`config.mk`:
```
export PLATFORM = sky130hd
export DESIGN_NAME = sync_shift_tx
export DESIGN_NICKNAME = d
export VERILOG_FILES = /design/src/rtl/stx_pkg.sv /design/src/rtl/stx_rst_sync.sv /design/src/rtl/stx_start_delay.sv /design/src/rtl/stx_marker_shreg.sv /design/src/rtl/sync_shift_tx.sv
export SDC_FILE = /design/constraint.sdc
export NUM_CORES = 1
export LEC_CHECK = 0
export ABC_AREA = 1
export ABC_CLOCK_PERIOD_IN_PS = 900
export BUFFER_PORTS_ARGS = -buffer_cell sky130_fd_sc_hd__buf_4
export CAP_MARGIN = 30
export CORE_UTILIZATION = 49
export CTS_CLUSTER_DIAMETER = 80
export CTS_CLUSTER_SIZE = 8
export DETAILED_ROUTE_END_ITERATION = 10
export GPL_TIMING_DRIVEN = 1
export PLACE_DENSITY = 0.75
export SYNTH_ARGS = -nofsm -noshare
export SYNTH_HDL_FRONTEND = slang
export SYNTH_SLANG_ARGS = --single-unit
```
`constraint.sdc`:
```
create_clock -name clk_i -period 0.9 [get_ports clk_i]
set_clock_uncertainty 0.2 [all_clocks]
set_input_delay 0.045 -clock clk_i [delete_from_list [all_inputs] [get_ports clk_i]]
set_output_delay 0.045 -clock clk_i [all_outputs]
set_load 0.005 [all_outputs]
```
`src/rtl/stx_pkg.sv`:
```
package stx_pkg;
  typedef enum logic [1:0] {
    ST_IDLE  = 2'd0,
    ST_WAIT  = 2'd1,
    ST_SHIFT = 2'd2
  } stx_state_e;
endpackage

```
`src/rtl/stx_rst_sync.sv`:
```
module stx_rst_sync #(
  parameter int unsigned STAGES = 2
) (
  input  logic clk_i,
  input  logic rst_ni,
  output logic rst_no
);
  logic [STAGES-1:0] sync_q;

  always_ff @(posedge clk_i or negedge rst_ni) begin
    if (!rst_ni) sync_q <= '0;
    else         sync_q <= {sync_q[STAGES-2:0], 1'b1};
  end

  assign rst_no = sync_q[STAGES-1];
endmodule

```
`src/rtl/stx_start_delay.sv`:
```
module stx_start_delay #(
  parameter int unsigned MC_CLKS = 12
) (
  input  logic clk_i,
  input  logic rst_ni,
  input  logic arm_i,
  output logic pend_o,
  output logic fire_o
);
  localparam int unsigned CW = (MC_CLKS > 1) ? $clog2(MC_CLKS) : 1;
  localparam logic [CW-1:0] RELOAD = CW'(MC_CLKS - 1);

  logic [CW-1:0] cnt_q, cnt_d;
  logic          pend_q, pend_d;
  logic          cnt_en;

  assign fire_o = pend_q && (cnt_q == '0);
  assign pend_o = pend_q;
  assign cnt_en = arm_i || pend_q;

  always_comb begin
    cnt_d  = cnt_q;
    pend_d = pend_q;
    if (pend_q) begin
      if (cnt_q == '0) pend_d = 1'b0;
      else             cnt_d  = cnt_q - CW'(1);
    end else if (arm_i) begin
      pend_d = 1'b1;
      cnt_d  = RELOAD;
    end
  end

  always_ff @(posedge clk_i or negedge rst_ni) begin
    if (!rst_ni) begin
      cnt_q  <= '0;
      pend_q <= 1'b0;
    end else if (cnt_en) begin
      cnt_q  <= cnt_d;
      pend_q <= pend_d;
    end
  end

  // the wait steps down by one each clock until it expires
  p_countdown_r4: assert property (@(posedge clk_i) disable iff (!rst_ni)
    (pend_q && cnt_q != '0) |=> (pend_q && cnt_q == $past(cnt_q) - CW'(1)));

  // a new arm during a pending wait does not restart it
  p_rearm_ignored_r8: assert property (@(posedge clk_i) disable iff (!rst_ni)
    (pend_q && arm_i && cnt_q != '0) |=> (cnt_q != RELOAD || RELOAD == '0));
endmodule

```
`src/rtl/stx_marker_shreg.sv`:
```
module stx_marker_shreg #(
  parameter int unsigned DW = 8
) (
  input  logic          clk_i,
  input  logic          rst_ni,
  input  logic          load_i,
  input  logic [DW-1:0] data_i,
  input  logic          shift_i,
  output logic          bit0_o,
  output logic          last_o
);
  localparam int unsigned SW = DW + 1;

  logic [SW-1:0] sh_q, sh_d;
  logic          sh_en;

  assign sh_en  = load_i || shift_i;
  assign bit0_o = sh_q[0];
  // marker directly above the final data bit, zeros above it
  assign last_o = (sh_q[SW-1:2] == '0) && sh_q[1];

  always_comb begin
    sh_d = sh_q;
    if (load_i)       sh_d = {1'b1, data_i};
    else if (shift_i) sh_d = {1'b0, sh_q[SW-1:1]};
  end

  always_ff @(posedge clk_i or negedge rst_ni) begin
    if (!rst_ni)    sh_q <= '0;
    else if (sh_en) sh_q <= sh_d;
  end

  // a falling shift clock moves the register right with zero fill
  p_shift_right_r5: assert property (@(posedge clk_i) disable iff (!rst_ni)
    (shift_i && !load_i) |=> (sh_q == {1'b0, $past(sh_q[SW-1:1])}));

  // a load places the marker above the byte
  p_load_marker_r2: assert property (@(posedge clk_i) disable iff (!rst_ni)
    load_i |=> (sh_q[SW-1] && sh_q[DW-1:0] == $past(data_i)));
endmodule

```
`src/rtl/sync_shift_tx.sv`:
```
module sync_shift_tx
  import stx_pkg::*;
#(
  parameter int unsigned DW      = 8,
  parameter int unsigned MC_CLKS = 12
) (
  input  logic          clk_i,
  input  logic          rst_ni,
  input  logic          wr_i,
  input  logic [DW-1:0] wdata_i,
  input  logic          done_clr_i,
  output logic          txd_o,
  output logic          sclk_o,
  output logic          done_o
);
  logic       rst_n;
  stx_state_e state_q, state_d;
  logic       ph_q, ph_d;
  logic       done_q, done_d;
  logic       arm, fire, pend, shift, bit0, last, finish;

  stx_rst_sync #(.STAGES(2)) u_rst (
    .clk_i (clk_i),
    .rst_ni(rst_ni),
    .rst_no(rst_n)
  );

  assign arm    = (state_q == ST_IDLE) && wr_i;
  assign shift  = (state_q == ST_SHIFT) && ph_q;
  assign finish = shift && last;

  stx_start_delay #(.MC_CLKS(MC_CLKS)) u_delay (
    .clk_i (clk_i),
    .rst_ni(rst_n),
    .arm_i (arm),
    .pend_o(pend),
    .fire_o(fire)
  );

  stx_marker_shreg #(.DW(DW)) u_shreg (
    .clk_i  (clk_i),
    .rst_ni (rst_n),
    .load_i (arm),
    .data_i (wdata_i),
    .shift_i(shift),
    .bit0_o (bit0),
    .last_o (last)
  );

  always_comb begin
    state_d = state_q;
    ph_d    = ph_q;
    unique case (state_q)
      ST_IDLE:  if (arm) state_d = ST_WAIT;
      ST_WAIT: begin
        if (fire) begin
          state_d = ST_SHIFT;
          ph_d    = 1'b0;
        end
      end
      ST_SHIFT: begin
        ph_d = ~ph_q;
        if (finish) state_d = ST_IDLE;
      end
      default:  state_d = ST_IDLE;
    endcase
  end

  always_comb begin
    done_d = done_q;
    if (done_clr_i) done_d = 1'b0;
    if (finish)     done_d = 1'b1;
  end

  always_ff @(posedge clk_i or negedge rst_n) begin
    if (!rst_n) begin
      state_q <= ST_IDLE;
      ph_q    <= 1'b0;
      done_q  <= 1'b0;
    end else begin
      state_q <= state_d;
      ph_q    <= ph_d;
      done_q  <= done_d;
    end
  end

  assign sclk_o = (state_q == ST_SHIFT) ? ph_q : 1'b1;
  assign txd_o  = (state_q == ST_SHIFT) ? bit0 : 1'b1;
  assign done_o = done_q;

  // both lines rest high outside a transfer
  p_idle_lines_r1: assert property (@(posedge clk_i) disable iff (!rst_n)
    (state_q != ST_SHIFT) |-> (txd_o && sclk_o));

  // shift clock alternates on every system clock while shifting
  p_sclk_toggle_r3: assert property (@(posedge clk_i) disable iff (!rst_n)
    (state_q == ST_SHIFT && $past(state_q == ST_SHIFT)) |-> (sclk_o != $past(sclk_o)));

  // the final shift ends the transfer and raises done
  p_end_sets_done_r6: assert property (@(posedge clk_i) disable iff (!rst_n)
    finish |=> (state_q == ST_IDLE && done_o && sclk_o));

  // done holds until cleared
  p_done_sticky_r7: assert property (@(posedge clk_i) disable iff (!rst_n)
    (done_q && !done_clr_i) |=> done_q);

  // the start wait and the idle state never overlap
  p_wait_matches_r4: assert property (@(posedge clk_i) disable iff (!rst_n)
    (state_q == ST_WAIT) |-> pend);

  // a write while busy leaves the state sequence untouched
  p_busy_write_r8: assert property (@(posedge clk_i) disable iff (!rst_n)
    (state_q == ST_SHIFT && wr_i && !finish) |=> (state_q == ST_SHIFT));
endmodule

```
==> impl_metrics.env <==
export IMPL_status="finished with violations"
export IMPL_violations="negative hold slack, negative setup slack"
export IMPL_fin_util_pct=83.9
export IMPL_clock_latency_ns=0.30
export IMPL_fillers=110
export IMPL_ys_ff_latch=20
export IMPL_synth_top_cells_by_area="dfrtp_1 (48%), nand2_1 (17%), o21ai_2 (6.7%), inv_1 (6.1%), nor2_1 (5.4%)"
export IMPL_ys_seq_area_share_pct=48.1
export IMPL_min_path_type="input port to asynchronous set/reset pin"
export IMPL_netlist_area_um2=1040
export IMPL_rsz0062_at_grt="yes"
export IMPL_period_share_pct=160
export IMPL_viasPerCell=4.86
export IMPL_synth_top_cell_area_share_pct=48.1
export IMPL_grt_ovfl_total=0
export IMPL_n_antenna_cell=0
export IMPL_wl_um=2730
export IMPL_start_util_pct=52.5
export IMPL_avgSynthCellArea_um2=7.88
export IMPL_cts_tree="yes"
export IMPL_clk_pin_slew_ns=0.11
export IMPL_stdcell_count=211
export IMPL_via_count=1026
export IMPL_p_leak_nw=0.834
export IMPL_grt_pass1_vias=893
export IMPL_port_buffers=14
export IMPL_first_pass_iters=4
export IMPL_die_height_um=48.1
export IMPL_die_w_um=48.1
export IMPL_endpoint_kind="register"
export IMPL_drc=0
export IMPL_drive_gt1_share_pct=48.4
export IMPL_synth_area_leader_cell="dfrtp_1"
export IMPL_multi_input_area_um2=554
export IMPL_post_place_cells=190
export IMPL_drv_slew=0
export IMPL_grt_use_met2_pct=43.0
export IMPL_use_met3_pct=3.40
export IMPL_pin_count=15
export IMPL_fin_nets=198
export IMPL_ys_types=20
export IMPL_finalHoldViolations=3
export IMPL_setup_violations=21
export IMPL_combinationalPowerShare_pct=59.5
export IMPL_fin_crit_ns=1.44
export IMPL_htree_levels=1
export IMPL_detail_route_antenna_nets=0
export IMPL_syn_num_nets=145
export IMPL_syn2layout_area_growth_pct=59.9
export IMPL_mostFrequentLayoutCells="nand2_1 (38), buf_4 (31), dfrtp_1 (20)"
export IMPL_fp_coreArea_um2=1980
export IMPL_p_seq_share_pct=30.2
export IMPL_dieArea_um2=2310
export IMPL_track_usage_pct=24.3
export IMPL_cts_buffer_depth=2
export IMPL_cts_sinks=20
export IMPL_clkPwrFrac_pct=10.3
export IMPL_drt_iter0_drc=16
export IMPL_timing_hold_ws_ns=-0.129
export IMPL_rows=16
export IMPL_setup_worst_path_start_class="register"
export IMPL_met1_usage_pct=30.8
export IMPL_switching_share_pct=41.4
export IMPL_final_setup_worst_slack_ns=-0.543
export IMPL_final_common_cell="nand2_1"
export IMPL_path_class="register to register"
export IMPL_busiest_layer="met2"
export IMPL_grt_max_degree=19
export IMPL_wl_per_cell_um=12.9
export IMPL_arrival_ns=1.49
export IMPL_grt_pass1_wl_um=3810
export IMPL_cts_hold_buf=10
export IMPL_switching_power_w=0.00211
export IMPL_p_int_w=0.00298
export IMPL_ir_worst_vdd_v=0.00243
export IMPL_r2r_cells=7
export IMPL_grt_antenna_before_repair=0
export IMPL_cp_required_ns=0.95
export IMPL_dp_hpwl_um=1580
export IMPL_fmax_mhz=693
export IMPL_numCtsBuffers=3
export IMPL_worstPathMaxFanout=4
export IMPL_ys_warn_count=0
export IMPL_syn_inst=132
export IMPL_final_seq_area_um2=500
export IMPL_p_per_area_nw_per_um2=3060
export IMPL_place_gp_congestion=0.803
export IMPL_max_cap_viol_count=0
export IMPL_clock_root_buffer="clkbuf_4"
metrics by stage:
| step | instance area, um2 | power [W] | worst slack, ns | TNS (ns) |
|---|---|---|---|---|
| after floorplan | 1100 | 0.00305 | -0.385 | -5.40 |
| after global placement | 1390 | 0.00387 | -0.394 | -6.69 |
| after detailed placement | 1390 | 0.00400 | -0.446 | -7.37 |
| after CTS | 1570 | 0.00467 | -0.532 | -9.49 |
| after global routing | 1660 | 0.00547 | -0.604 | -11.02 |
| final | 1660 | 0.00509 | -0.543 | -9.83 |
final timing paths:
path                                     to             from  slack [ns]
min reg2reg                          done_o  u_rst.sync_q[1]           0
max reg2reg                u_delay.cnt_q[2]       state_q[1]       -0.54
max in group asynchronous   u_shreg.sh_q[5]  u_rst.sync_q[1]        0.37
max                        u_delay.cnt_q[2]       state_q[1]       -0.54
min in group clk_i               state_q[0]             wr_i       -0.10
min                         u_rst.sync_q[0]           rst_ni       -0.13
cells by family (layout without fill, tap and decap cells):
logic type	Yosys count	count (layout)	share of synthesized area, %
buffers and inverters	22	74	9.03
AND/OR/NAND/NOR	73	73	29.7
AO/OA/AOI/OAI	14	14	10.7
other	1	1	0.361
XOR/XNOR	1	1	0.843
adder cells (fa/ha/maj)	1	1	1.20
flip-flops	20	20	48.1
power by group through the flow:
stage	Sequential, W	Combinational (W)	Clock, W
global route	0.00158	0.00333	0.000558
detailed placement	0.00150	0.00250	0
CTS	0.00150	0.00265	0.000519
finish	0.00154	0.00303	0.000522
global placement	0.00150	0.00238	0
floorplan	0.00152	0.00152	0
layout make-up:
type / count / share of cell area [%]
Inverter: 20 / 4.67
Tap cell: 27 / 2.03
Sequential cell: 20 / 30.1
Timing Repair Buffer: 50 / 27.7
Multi-Input combinational cell: 90 / 33.3
Clock buffer: 4 / 2.18
registers in the layout, indices dropped and copies added, names as in the netlist:
signal          flops
state_q             2
u_delay.cnt_q       4
done_o              1
u_rst.sync_q        2
u_delay.pend_o      1
ph_q                1
u_shreg.sh_q        9
worst max-delay path, cell delays in order, from the launching register on:
cell	delay, ns
dfrtp_1	0.40
inv_2	0.08
buf_6	0.10
nand3_4	0.12
buf_12	0.16
a21oi_4	0.17
nand2_1	0.09
nand2_1	0.06
Yosys cell counts (all sizes together):
library cell / count
nand3: 5
xnor2: 1
inv: 20
nor2: 16
nor3: 1
o21ai: 13
buf: 2
ha: 1
conb: 1
nand2: 51
a21oi: 1
dfrtp: 20
routing by layer:
metal	part of all wire (%)	wire length, um
met1	40	1080
met5	0	0
met3	2.3	63
met2	57	1560
met4	0.92	25
repair_timing:
item	4_1_cts	5_1_grt
gates resized for setup	9	14
setup endpoints to repair	21	21
setup buffers	1	6
hold endpoints to repair	12	3
pin swaps	4	12
Note: power is estimated with default switching activity, not from simulation.
